--- config.mk ---
export PLATFORM = sky130hd
export DESIGN_NAME = cmd_seq_fsm
export DESIGN_NICKNAME = d
export VERILOG_FILES = /design/src/rtl/sata_cmd_pkg.sv /design/src/rtl/cmd_h2d_fmt.sv /design/src/rtl/cmd_rx_class.sv /design/src/rtl/cmd_burst_calc.sv /design/src/rtl/cmd_seq_fsm.sv
export SDC_FILE = /design/constraint.sdc
export NUM_CORES = 1
export LEC_CHECK = 0
export BUFFER_PORTS_ARGS = -buffer_cell sky130_fd_sc_hd__buf_2
export CAP_MARGIN = 10
export CORE_MARGIN = 3
export CORE_UTILIZATION = 45
export DETAILED_ROUTE_END_ITERATION = 10
export MAX_ROUTING_LAYER = met4
export PLACE_DENSITY = 0.83
export SETUP_SLACK_MARGIN = 0.1
export SLEW_MARGIN = 20
export SYNTH_ARGS = -nofsm -noshare
export SYNTH_HDL_FRONTEND = slang
export SYNTH_SLANG_ARGS = --single-unit
--- constraint.sdc ---
create_clock -name clk -period 5.12 [get_ports clk]
set_clock_uncertainty 0.1 [all_clocks]
set_input_delay 0.512 -clock clk [delete_from_list [all_inputs] [get_ports clk]]
set_output_delay 0.512 -clock clk [all_outputs]
set_load 0.05 [all_outputs]
--- src/rtl/sata_cmd_pkg.sv ---
package sata_cmd_pkg;
   localparam logic [7:0] FIS_H2D  = 8'h27;
   localparam logic [7:0] FIS_D2H  = 8'h34;
   localparam logic [7:0] FIS_ACT  = 8'h39;
   localparam logic [7:0] FIS_DATA = 8'h46;
   localparam logic [7:0] ATA_WR_DMA_EXT = 8'h35;
   localparam logic [7:0] ATA_RD_DMA_EXT = 8'h25;
   localparam int H2D_DWORDS = 5;

   typedef enum logic [2:0] {
      S_IDLE, S_ISSUE, S_H2D, S_WAIT, S_BODY, S_DHDR, S_DPAY
   } seq_st_t;

   typedef enum logic [1:0] {
      K_OTHER, K_D2H, K_ACT, K_DATA
   } fis_kind_t;
endpackage

--- src/rtl/cmd_h2d_fmt.sv ---
module cmd_h2d_fmt
   import sata_cmd_pkg::*;
(
   input  logic        is_write,
   input  logic [47:0] lba,
   input  logic [15:0] cnt,
   input  logic [2:0]  idx,
   output logic [31:0] dw
);
   logic [7:0] opcode;
   assign opcode = is_write ? ATA_WR_DMA_EXT : ATA_RD_DMA_EXT;

   always_comb begin
      case (idx)
         3'd0:    dw = {8'h00, opcode, 8'h80, FIS_H2D};
         3'd1:    dw = {8'h40, lba[23:0]};
         3'd2:    dw = {8'h00, lba[47:24]};
         3'd3:    dw = {16'h0000, cnt};
         default: dw = 32'h0;
      endcase
   end
endmodule

--- src/rtl/cmd_rx_class.sv ---
module cmd_rx_class
   import sata_cmd_pkg::*;
(
   input  logic [31:0] hdr,
   output fis_kind_t   kind,
   output logic [7:0]  stat,
   output logic [7:0]  errb
);
   always_comb begin
      case (hdr[7:0])
         FIS_D2H:  kind = K_D2H;
         FIS_ACT:  kind = K_ACT;
         FIS_DATA: kind = K_DATA;
         default:  kind = K_OTHER;
      endcase
   end
   assign stat = hdr[23:16];
   assign errb = hdr[31:24];
endmodule

--- src/rtl/cmd_burst_calc.sv ---
module cmd_burst_calc #(
   parameter int SECT_DW  = 128,
   parameter int MAX_SECT = 16,
   parameter int CW       = 16,
   localparam int BW      = $clog2(MAX_SECT * SECT_DW + 1)
) (
   input  logic [CW-1:0] left,
   output logic [CW-1:0] sects,
   output logic [BW-1:0] last_beat
);
   logic [BW-1:0] total;

   assign sects = (left > CW'(MAX_SECT)) ? CW'(MAX_SECT) : left;

   generate
      if ((SECT_DW & (SECT_DW - 1)) == 0) begin : g_shift
         localparam int SH = $clog2(SECT_DW);
         assign total = BW'(sects) << SH;
      end else begin : g_mult
         assign total = BW'(sects) * BW'(SECT_DW);
      end
   endgenerate

   assign last_beat = total - BW'(1);
endmodule

--- src/rtl/cmd_seq_fsm.sv ---
module cmd_seq_fsm
   import sata_cmd_pkg::*;
#(
   parameter int SECT_DW  = 128,
   parameter int MAX_SECT = 16,
   parameter int CW       = 16,
   parameter int UCW      = 12
) (
   input  logic           clk,
   input  logic           rst_n,
   input  logic           cmd_start,
   input  logic           cmd_write,
   input  logic           cmd_random,
   input  logic [47:0]    cmd_lba,
   input  logic [CW-1:0]  cmd_count,
   output logic           lba_take,
   output logic           busy,
   output logic           done,
   output logic           err,
   output logic [7:0]     dev_status,
   output logic [7:0]     dev_error,
   input  logic [UCW-1:0] ud_count,
   input  logic [31:0]    ud_data,
   output logic           ud_rd,
   input  logic           wb_full,
   output logic           wb_wr,
   output logic [31:0]    wb_data,
   output logic           wb_last,
   input  logic           rb_empty,
   input  logic [31:0]    rb_data,
   input  logic           rb_last,
   output logic           rb_rd,
   output logic           rd_valid,
   output logic [31:0]    rd_data
);
   localparam int BW = $clog2(MAX_SECT * SECT_DW + 1);

   generate
      if (SECT_DW < 1 || MAX_SECT < 1) begin : g_bad_size
         $error("SECT_DW and MAX_SECT must be at least 1");
      end
      if (CW < 1 || CW > 16) begin : g_bad_cw
         $error("CW must lie in 1..16 to fit the command count field");
      end
      if (SECT_DW >= (1 << UCW)) begin : g_bad_ucw
         $error("UCW too narrow to express one sector of dwords");
      end
   endgenerate

   seq_st_t       st;
   fis_kind_t     kind_q, hdr_kind, cur_kind;
   logic          op_write, op_random;
   logic [CW-1:0] cnt_q, ops_left, op_cnt, sect_left, burst_sects;
   logic [47:0]   op_lba;
   logic [2:0]    idx;
   logic [BW-1:0] beat, last_beat;
   logic [7:0]    status_q, error_q, hdr_stat, hdr_errb;
   logic [31:0]   h2d_dw;
   logic          gate_ok, h2d_fire, dhdr_fire, pay_fire, cur_err;

   cmd_h2d_fmt u_fmt (
      .is_write(op_write), .lba(op_lba), .cnt(16'(op_cnt)), .idx(idx), .dw(h2d_dw)
   );

   cmd_rx_class u_cls (
      .hdr(rb_data), .kind(hdr_kind), .stat(hdr_stat), .errb(hdr_errb)
   );

   cmd_burst_calc #(.SECT_DW(SECT_DW), .MAX_SECT(MAX_SECT), .CW(CW)) u_burst (
      .left(sect_left), .sects(burst_sects), .last_beat(last_beat)
   );

   assign gate_ok   = !op_write || (ud_count >= UCW'(SECT_DW));
   assign lba_take  = (st == S_ISSUE) && gate_ok;
   assign h2d_fire  = (st == S_H2D) && !wb_full;
   assign dhdr_fire = (st == S_DHDR) && !wb_full;
   assign pay_fire  = (st == S_DPAY) && !wb_full && (ud_count != '0);
   assign rb_rd     = ((st == S_WAIT) || (st == S_BODY)) && !rb_empty;
   assign cur_kind  = (st == S_WAIT) ? hdr_kind : kind_q;
   assign cur_err   = (st == S_WAIT) ? hdr_stat[0] : status_q[0];
   assign rd_valid  = (st == S_BODY) && rb_rd && (kind_q == K_DATA) && !op_write;
   assign rd_data   = rb_data;
   assign ud_rd     = pay_fire;
   assign wb_wr     = h2d_fire || dhdr_fire || pay_fire;
   assign wb_data   = h2d_fire ? h2d_dw : (dhdr_fire ? {24'h0, FIS_DATA} : ud_data);
   assign wb_last   = (h2d_fire && idx == 3'(H2D_DWORDS - 1)) ||
                      (pay_fire && beat == last_beat);
   assign busy       = (st != S_IDLE);
   assign dev_status = status_q;
   assign dev_error  = error_q;

   always_ff @(posedge clk) begin
      if (!rst_n) begin
         st        <= S_IDLE;
         kind_q    <= K_OTHER;
         op_write  <= 1'b0;
         op_random <= 1'b0;
         cnt_q     <= '0;
         ops_left  <= '0;
         op_cnt    <= '0;
         sect_left <= '0;
         op_lba    <= '0;
         idx       <= '0;
         beat      <= '0;
         status_q  <= '0;
         error_q   <= '0;
         done      <= 1'b0;
         err       <= 1'b0;
      end else begin
         case (st)
            S_IDLE: if (cmd_start) begin
               op_write  <= cmd_write;
               op_random <= cmd_random;
               cnt_q     <= cmd_count;
               ops_left  <= cmd_random ? cmd_count : CW'(1);
               err       <= 1'b0;
               done      <= (cmd_count == '0);
               if (cmd_count != '0) st <= S_ISSUE;
            end
            S_ISSUE: if (gate_ok) begin
               op_lba    <= cmd_lba;
               op_cnt    <= op_random ? CW'(1) : cnt_q;
               sect_left <= op_random ? CW'(1) : cnt_q;
               idx       <= '0;
               st        <= S_H2D;
            end
            S_H2D: if (h2d_fire) begin
               if (idx == 3'(H2D_DWORDS - 1)) st <= S_WAIT;
               else idx <= idx + 3'd1;
            end
            S_WAIT, S_BODY: if (rb_rd) begin
               if (st == S_WAIT) begin
                  kind_q <= hdr_kind;
                  if (hdr_kind == K_D2H) begin
                     status_q <= hdr_stat;
                     error_q  <= hdr_errb;
                  end
               end
               if (rb_last) begin
                  case (cur_kind)
                     K_D2H: begin
                        if (cur_err) begin
                           err <= 1'b1;
                           st  <= S_IDLE;
                        end else if (ops_left == CW'(1)) begin
                           done <= 1'b1;
                           st   <= S_IDLE;
                        end else begin
                           ops_left <= ops_left - CW'(1);
                           st       <= S_ISSUE;
                        end
                     end
                     K_ACT:   st <= (op_write && sect_left != '0) ? S_DHDR : S_WAIT;
                     default: st <= S_WAIT;
                  endcase
               end else if (st == S_WAIT) begin
                  st <= S_BODY;
               end
            end
            S_DHDR: if (dhdr_fire) begin
               beat <= '0;
               st   <= S_DPAY;
            end
            S_DPAY: if (pay_fire) begin
               if (beat == last_beat) begin
                  sect_left <= sect_left - burst_sects;
                  st        <= S_WAIT;
               end else begin
                  beat <= beat + BW'(1);
               end
            end
            default: st <= S_IDLE;
         endcase
      end
   end

   // a write command waits in the issue state while less than a sector is buffered
   assert_write_gate_R3: assert property (@(posedge clk) disable iff (!rst_n)
      (st == S_ISSUE && op_write && ud_count < UCW'(SECT_DW)) |=> (st == S_ISSUE));

   assert_pop_with_data_R4: assert property (@(posedge clk) disable iff (!rst_n)
      ud_rd |-> (wb_wr && !wb_full && ud_count != '0));

   assert_beat_bound_R4: assert property (@(posedge clk) disable iff (!rst_n)
      (st == S_DPAY) |-> (beat <= last_beat));

   assert_no_read_out_on_write_R5: assert property (@(posedge clk) disable iff (!rst_n)
      rd_valid |-> !op_write);

   assert_ops_pending_R6: assert property (@(posedge clk) disable iff (!rst_n)
      busy |-> (ops_left != '0));

   assert_flags_exclusive_R7: assert property (@(posedge clk) disable iff (!rst_n)
      !(done && err));

   assert_idle_on_flag_R10: assert property (@(posedge clk) disable iff (!rst_n)
      (done || err) |-> !busy);
endmodule

==> flow_summary.ini, run 1 <==
[route]
first_pass_iters = 9
routedWlPerCell_um = 16.3
num_vias = 8388
ant_nets = 0
drtIter0Drc = 881
drt_wl_total_um = 23600
drc = 0
viasPerCell = 5.78

[pwr]
ir_worst_vdd_v = 0.000269
p_leak_nw = 3.97
power.density_nw_per_um2 = 472

[placed_design]
placed_cells = 1418
port_buffers = 220
place_congestion = 0.899
dp_hpwl_um = 17000

[timing]
tightest_slew_ns = 1.12
rsz0062_at_grt = false
finalSetupViolCount = 0
period_minus_slack_ns = 4.33
period_share = 0.846
slew_violations = 0
hold_violations = 0
maxSlewHeadroom = 0.256
fmax_mhz = 231
fin_setup_tns_ns = 0

[final_layout]
num_antenna_cells = 0
nNetsFinal = 1372
instances_no_fill = 1450
drive_gt1_frac = 0.228
syn_to_final_growth_pct = 18.4

[worst_setup_path]
endpoint_kind = output port
critical_path.slowest_cell = nor4_4
crit_chain = nor4_4, nand3_1, a21oi_1, nand2_1, ha_1, or3b_2, nor4_4, or3_1, and2_1, nor2_1, nand2_1, o21ai_0, buf_2
path_max_fanout = 8
r2r_cells = 12
cpPeakStageDelay_ns = 0.48
worstPathRequired_ns = 4.51
worst-path-buf-inv = 1
cp_num_cells = 13
worstSetupStartpointType = flip-flop
r2r_slack_ns = 1.14
critPathKind = flip-flop to output port
worst_ep_arrival_time_ns = 3.72
crit_family = simple AND/OR/NAND/NOR gates

[floorplan]
io-pin-count = 237
die_area_sq_um = 19700
die_y_um = 140
rows = 48
core_region_area_sq_um = 17500
start_util = 0.464
die_w_um = 140

[synthesis]
yosysTopAreaCell = dfxtp_1
postSynth.asyncResetShare = 0
ys_ff_latch = 152
yosysWarningCount = 0
synth.avg_cell_area_sq_um = 7.59
seq_area_frac_synth = 0.376
synthCells = 1067
yosysMostFrequentCell = nand2_1
syn_area_sq_um = 8100
synthTopCellsByArea = dfxtp_1 (38%), nand2_1 (10%), a21oi_1 (8.5%), nor2_1 (3.5%), o21ai_0 (3.4%)
syn_nets = 1227
netlist.area_leader.share = 0.376
yosys.cell_types.count = 70
ys_dominant_reg_cell = dfxtp_1
synth_common_cells = nand2_1 (218), dfxtp_1 (152), a21oi_1 (137)
synth_edf_count = 0

[clock_network]
cts_setup_buffers = 0
path_clk_slew_ns = 0.07
hold_buffers = 0
numCtsBuffers = 17
cts_max_path_buffers = 2
cts_sinks = 152
htree_levels = 4
cts_root_buf = clkbuf_16
cts_resized = 0
clkLatencyLatePin_ns = 0.42
cts_tree = built

[global_route]
grt_pass1_wl_um = 37800
antenna_found_initial = 0
track_usage = 0.238
grt_pass1_vias = 7820
grt-ovfl-total = 0
grt_max_degree = 84

[worst_hold_path]
min_path_type = primary input to flip-flop
holdPathStages = 3

[flow_run]
timing.max_cap.violations = 0

[outcome]
status = finished, final reports clean
==> power breakdown <==
| part | switching [mW] | internal (mW) |
|---|---|---|
| clock network | 0.538 | 0.642 |
| registers | 0.195 | 1.38 |
| logic | 1.21 | 0.559 |
| total | 1.94 | 2.58 |
==> kinds of logic after synthesis <==
kind of cell | share of synthesized area
flops | 0.376
other cells | 0.000463
xor+xnor | 0.00757
compound gates | 0.242
buf+inv | 0.0730
fa+ha+maj | 0.0185
simple gates | 0.260
mux | 0.0222
==> cell usage in the layout, fill, tap and decap left out, types with 7 or more instances in the layout <==
master,count
ha_1,12
mux2i_1,18
nand3b_1,15
and2_1,16
a31oi_1,9
nand4_1,13
a22oi_1,14
o31ai_1,8
or3_1,12
nor4_1,12
clkbuf_16,17
nor2b_1,11
nor3_1,23
nor2_1,76
o211ai_1,10
a222oi_1,13
buf_2,220
o21ai_0,55
a221oi_1,7
or4_1,7
inv_1,17
nand3_1,8
a21oi_1,137
dfxtp_1,152
nand2_1,218
nand2b_1,9
buf_4,7
==> state kept, by name (all words and copies together), names as in the netlist, 8 cells and up <==
register    flops
ops_left       16
cnt_q          16
beat           12
dev_error       8
sect_left      16
dev_status      8
op_cnt         16
op_lba         48
==> metal layers <==
| layer | up-vias | part of all wire | global-route usage |
|---|---|---|---|
| met4 | 0 | 0.028 | 0.0831 |
| met3 | 50 | 0.078 | 0.0478 |
| li1 | 4062 | - | - |
| met5 | - | 0 | - |
| met2 | 401 | 0.50 | 0.405 |
| met1 | 3875 | 0.40 | 0.282 |
==> worst register-to-register path, stage by stage (launching register included) <==
cell,delay (ns)
dfxtp_1,0.39
nor4_4,0.48
nand3_1,0.22
a21oi_1,0.28
nand2_1,0.13
ha_1,0.25
or3b_2,0.23
nor4_4,0.04
or3_1,0.39
and2_1,0.24
o31a_1,0.58
or3_1,0.44
a21oi_1,0.12
==> metrics by stage <==
step | total power, mW | hold WS, ns | cell area (sq um) | util | setup WS [ns]
finish | 4.52 | 0.220 | 9590 | 0.549 | 0.789
global route | 4.79 | 0.210 | 9590 | 0.549 | 0.517
CTS | 4.50 | 0.211 | 9590 | 0.548 | 0.804
detailed placement | 3.33 | 0.347 | 9030 | 0.517 | 1.29
global placement | 3.29 | 0.340 | 9030 | 0.517 | 1.39
floorplan | 2.97 | 0.332 | 8100 | - | 1.43
==> final cells by class <==
| class | instances | area (sq um) |
|---|---|---|
| fill | 1600 | 7890 |
| multi-input combinational | 794 | 4480 |
| sequential | 152 | 3040 |
| timing repair buffer | 227 | 1150 |
| clock buffer | 18 | 439 |
| tap | 225 | 282 |
| clock inverter | 14 | 111 |
| inverter | 20 | 77.6 |
==> worst paths after layout <==
kind	to	start
worst max-delay path	wb_last	sect_left[8]$_SDFFE_PN0P_
worst min-delay path	op_lba[35]$_SDFFE_PN0P_	cmd_lba[35]
worst max register to register	sect_left[15]$_SDFFE_PN0P_	sect_left[8]$_SDFFE_PN0P_
worst min register to register	op_lba[35]$_SDFFE_PN0P_	op_lba[35]$_SDFFE_PN0P_
Power figures use the tool's default switching activity.
==> inputs of run 2 (changes only) <==
- clock period: 5.12 -> 4.3 ns (I/O delays scaled with it)
==> run 2 against run 1 <==
Against the previous run: hold slack got worse by 0.089 ns; via count up 1.5%; clock-buffer cell count rose by 1; final area increased by 0.80%; critical path depth decreased by 1; clock power increased by 26%; non-clock buffer count rose by 5; power up 22%; sequential power increased by 19%; register-to-register slack got worse by 0.66 ns.
==> flow_summary.ini, run 2 (same netlist as run 1, synthesis figures left out) <==
[timing]
maxSlewHeadroom = 0.301
period_minus_slack_ns = 3.97
tightest_slew_ns = 1.05
fmax_mhz = 252
slew_violations = 0
rsz0062_at_grt = false
hold_violations = 0
finalSetupViolCount = 0
period_share = 0.923
fin_setup_tns_ns = 0

[worst_hold_path]
min_from = cmd_lba[10]
min_to = op_lba[10]$_SDFFE_PN0P_
holdPathStages = 3
min_path_type = primary input to flip-flop

[placed_design]
dp_hpwl_um = 17000
port_buffers = 220
place_congestion = 0.902

[floorplan]
core_region_area_sq_um = 17500
die_w_um = 140
rows = 48
die_area_sq_um = 19700
start_util = 0.464
die_y_um = 140
io-pin-count = 237

[worst_setup_path]
critPathLaunch = sect_left[1]$_SDFFE_PN0P_
r2r-end = sect_left[13]$_SDFFE_PN0P_
worst_ep_arrival_time_ns = 3.44
path_max_fanout = 8
r2r_slack_ns = 0.48
reg2reg_from = sect_left[8]$_SDFFE_PN0P_
r2r_cells = 13
worstSetupStartpointType = flip-flop
endpoint_kind = output port
critPathKind = flip-flop to output port
worstPathRequired_ns = 3.77

[global_route]
track_usage = 0.244
grt_pass1_vias = 7882
grt-ovfl-total = 0
grt_max_degree = 101
grt_pass1_wl_um = 38800
antenna_found_initial = 0

[route]
ant_nets = 0
drc = 0
first_pass_iters = 7
viasPerCell = 5.85
drt_wl_total_um = 24300
drtIter0Drc = 790
num_vias = 8514
routedWlPerCell_um = 16.7

[final_layout]
num-fill-cells = 1593
drive_gt1_frac = 0.233
mostFrequentLayoutCells = buf_2 (219), nand2_1 (218), dfxtp_1 (152)
largest_register = op_lba
final_common_cell = buf_2
syn_to_final_growth_pct = 19.3
nNetsFinal = 1377
multiInputGateArea_sq_um = 4490
largest_reg_flops = 48
fin_util = 0.553
seq_area_sq_um = 3040
num_antenna_cells = 0

[clock_network]
cts_root_buf = clkbuf_16
cts_tree = built
numCtsBuffers = 17
htree_levels = 4
path_clk_slew_ns = 0.07
cts_sinks = 152
cts_max_path_buffers = 2
clkLatencyLatePin_ns = 0.43

[flow_run]
timing.max_cap.violations = 0

[pwr]
ir_worst_vdd_v = 0.000378
power.density_nw_per_um2 = 571
p_leak_nw = 4.02

[outcome]
status = finished, final reports clean
## run 2: worst max path at each step
stage               slack [ns]                    endpoint  depth (start not counted)
finish                    0.33                     wb_last                         12
global route              0.13                     wb_last                         14
CTS                       0.14                     wb_last                         13
detailed placement        0.48  sect_left[15]$_SDFFE_PN0P_                         12
global placement          0.61  sect_left[15]$_SDFFE_PN0P_                         12
floorplan                 0.69                     wb_last                         13
## run 2: routing by layer
| metal | share of wire | track usage | up-vias |
|---|---|---|---|
| met3 | 0.073 | 0.0475 | 56 |
| li1 | - | - | 4075 |
| met1 | 0.40 | 0.297 | 3975 |
| met4 | 0.024 | 0.0734 | 0 |
| met2 | 0.50 | 0.412 | 408 |
| met5 | 0 | - | - |
## run 2: report_power, final
part | leakage [nW] | total, mW | internal (mW) | switching, mW
clock | 0.279 | 1.49 | 0.831 | 0.660
combinational | 2.50 | 2.15 | 0.684 | 1.47
sequential | 1.24 | 1.88 | 1.64 | 0.234
## run 2: area by class of cell
type,count,area share
clock inverters,13,0.0142
inverters,20,0.00802
repair buffers,232,0.123
clock buffers,19,0.0458
multi-input cells,794,0.465
well taps,225,0.0291
flip-flops and latches,152,0.315
## run 2: repair_timing
item,in CTS,in global routing
setup buffers,0,1
setup endpoints to repair,0,1
hold buffers,0,0
resized for setup,0,5
## run 2: worst max-delay path, cell delays in order, from the launching register on
cell     delay [ns]
dfxtp_1        0.38
or4_1          0.61
a21oi_2        0.22
nand2_1        0.08
ha_1           0.25
or3b_2         0.23
nor4_4         0.04
or3_1          0.39
and2_1         0.25
nor2_2         0.14
nand2_1        0.06
o21ai_0        0.12
buf_4          0.25
## run 2: through the flow
step	total power [mW]	std cells	setup slack [ns]	hold slack (ns)	cell area, sq um
4_1_cts	5.48	1454	0.138	0.125	9650
3_3_place_gp	3.93	1422	0.612	0.339	9060
3_5_place_dp	3.99	1422	0.478	0.346	9060
6_report	5.52	1455	0.330	0.131	9670
5_1_grt	5.83	1455	0.128	0.128	9670
2_1_floorplan	3.53	1067	0.689	0.332	8100
==> inputs of run 3 (changes only) <==
- PLACE_DENSITY: 0.83 -> 0.86
- clock period: 4.3 -> 3.54 ns (I/O delays scaled with it)
==> run 3 against run 2 <==
Against the previous run: wire length is 1.9% higher; largest cell class unchanged; final area is 3.6% higher; clock power grew 30%; first-iteration DRC count rose by 18%; critical endpoint unchanged; worst setup slack worse by 0.31 ns; highest routed layer unchanged.
==> flow_summary.ini, run 3 (same netlist as run 1, synthesis figures left out) <==
[outcome]
status = finished, final reports clean

[worst_setup_path]
path_max_fanout = 3
crit_chain = or4_4, a21oi_4, nand2_1, ha_2, xor2_2, nand4_1, mux2i_1, o211ai_2, nor2_4, nand2_1, o21ai_2, buf_6
worst-path-buf-inv = 1
cpPeakStageDelay_ns = 0.56
critical_path.slowest_cell = or4_4
worst_ep_arrival_time_ns = 3.07
crit_family = simple AND/OR/NAND/NOR gates
r2r_cells = 13
path_common_cell = nand2_1
r2r-end = sect_left[12]$_SDFFE_PN0P_
r2r_slack_ns = 0.07
endpoint_kind = output port
worstPathRequired_ns = 3.09
worstSetupStartpointType = flip-flop
reg2reg_from = sect_left[1]$_SDFFE_PN0P_
critPathKind = flip-flop to output port

[final_layout]
largest_register = op_lba
largest_reg_flops = 48
mostFrequentLayoutCells = buf_2 (219), nand2_1 (218), dfxtp_1 (150)
fin_area_sq_um = 10000
nNetsFinal = 1401
seq_area_sq_um = 3050
final_common_cell = buf_2
syn_to_final_growth_pct = 23.7
drive_gt1_frac = 0.259
multiInputGateArea_sq_um = 4550
num-fill-cells = 1463
num_antenna_cells = 0

[pwr]
power.switching_mw = 2.96
total_power_mw = 7.24
seqPwrFrac = 0.316
netSwitchingFraction = 0.409
combPwrFrac = 0.416
power.density_nw_per_um2 = 722
power.internal_mw = 4.27
p_leak_nw = 4.19
ir_worst_vdd_v = 0.000508
clkPwrFrac = 0.268

[route]
drt_wl_total_um = 24800
routedWlPerCell_um = 16.8
drc = 0
num_vias = 8696
first_pass_iters = 6
ant_nets = 0
drtIter0Drc = 930
viasPerCell = 5.88

[clock_network]
hold_buffers = 0
clkLatencyLatePin_ns = 0.43
path_clk_slew_ns = 0.06
cts_tree = built
cts_max_path_buffers = 2
numCtsBuffers = 17
htree_levels = 4
cts_root_buf = clkbuf_16
cts_sinks = 152

[global_route]
grt_max_degree = 109
grt_pass1_wl_um = 38300
grt-ovfl-total = 0
track_usage = 0.242
antenna_found_initial = 0
grt_pass1_vias = 7966

[timing]
fmax_mhz = 284
hold_violations = 0
slew_violations = 0
period_share = 0.995
tightest_slew_ns = 1.08
maxSlewHeadroom = 0.280
rsz0062_at_grt = true
finalSetupViolCount = 0
period_minus_slack_ns = 3.52

[placed_design]
place_congestion = 0.909
dp_hpwl_um = 17200
place_area_sq_um = 9190
port_buffers = 220

[floorplan]
die_area_sq_um = 19700
core_region_area_sq_um = 17500
start_util = 0.464
rows = 48
die_w_um = 140
io-pin-count = 237
die_y_um = 140

[worst_hold_path]
min_to = op_lba[21]$_SDFFE_PN0P_
min_path_type = primary input to flip-flop
min_from = cmd_lba[21]
holdPathStages = 3

[flow_run]
timing.max_cap.violations = 0
==> run 3: cell count changes in the layout (fill, tap and decap cells not counted), sizes merged <==
cell    change
buf        +22
bufinv      +3
clkinv      +2
inv         -4
==> run 3: power groups by stage <==
| stage | Combinational, mW | Sequential (mW) | Clock [mW] |
|---|---|---|---|
| after floorplan | 2.08 | 2.21 | 0 |
| after global placement | 2.61 | 2.28 | 0 |
| after detailed placement | 2.66 | 2.29 | 0 |
| after CTS | 2.81 | 2.27 | 1.96 |
| after global routing | 3.27 | 2.31 | 2.02 |
| final | 3.01 | 2.28 | 1.94 |
==> run 3: how the worst max path moves through the flow <==
stage / end / depth (start not counted) / startpoint
2_1_floorplan: sect_left[15]$_SDFFE_PN0P_ / 14 / sect_left[8]$_SDFFE_PN0P_
3_3_place_gp: wb_last / 12 / sect_left[0]$_SDFFE_PN0P_
6_report: wb_last / 12 / sect_left[1]$_SDFFE_PN0P_
3_5_place_dp: sect_left[1]$_SDFFE_PN0P_ / 12 / sect_left[0]$_SDFFE_PN0P_
4_1_cts: wb_last / 12 / sect_left[0]$_SDFFE_PN0P_
5_1_grt: wb_last / 13 / sect_left[11]$_SDFFE_PN0P_
==> run 3: per-stage QoR <==
stage               setup slack [ns]  hold WS (ns)  setup TNS, ns  cells   util
floorplan                      0.216         0.332              0   1067      -
global placement               0.184         0.339              0   1436  0.526
detailed placement            0.0467         0.345              0   1436  0.526
CTS                           0.0865        0.0496              0   1470  0.566
global route                  -0.140        0.0585         -0.582   1478  0.573
finish                        0.0189        0.0552              0   1478  0.573
==> run 3: timing repair <==
action	in CTS	in global routing
setup endpoints to repair	7	29
buffers inserted	3	5
gates resized for setup	15	10
pin swaps	2	9
gates cloned	0	3
==> run 3: final cells by class <==
class,instances,share of cell area
repair buffers,256,0.143
well taps,225,0.0281
clock buffers,17,0.0425
multi-input cells,794,0.455
flip-flops and latches,152,0.304
clock inverters,14,0.0197
inverters,20,0.00774
==> run 3: layer usage <==
layer,vias to the layer above,global-route usage,part of all wire
met3,89,0.0454,0.079
met5,-,-,0
li1,4129,-,-
met2,408,0.389,0.48
met4,0,0.127,0.043
met1,4070,0.289,0.40
==> run 3: tightest hold or removal path, cell delays in order <==
cell and delay (ns):
buf_2 0.09, nand2_1 0.04, a21oi_1 0.05
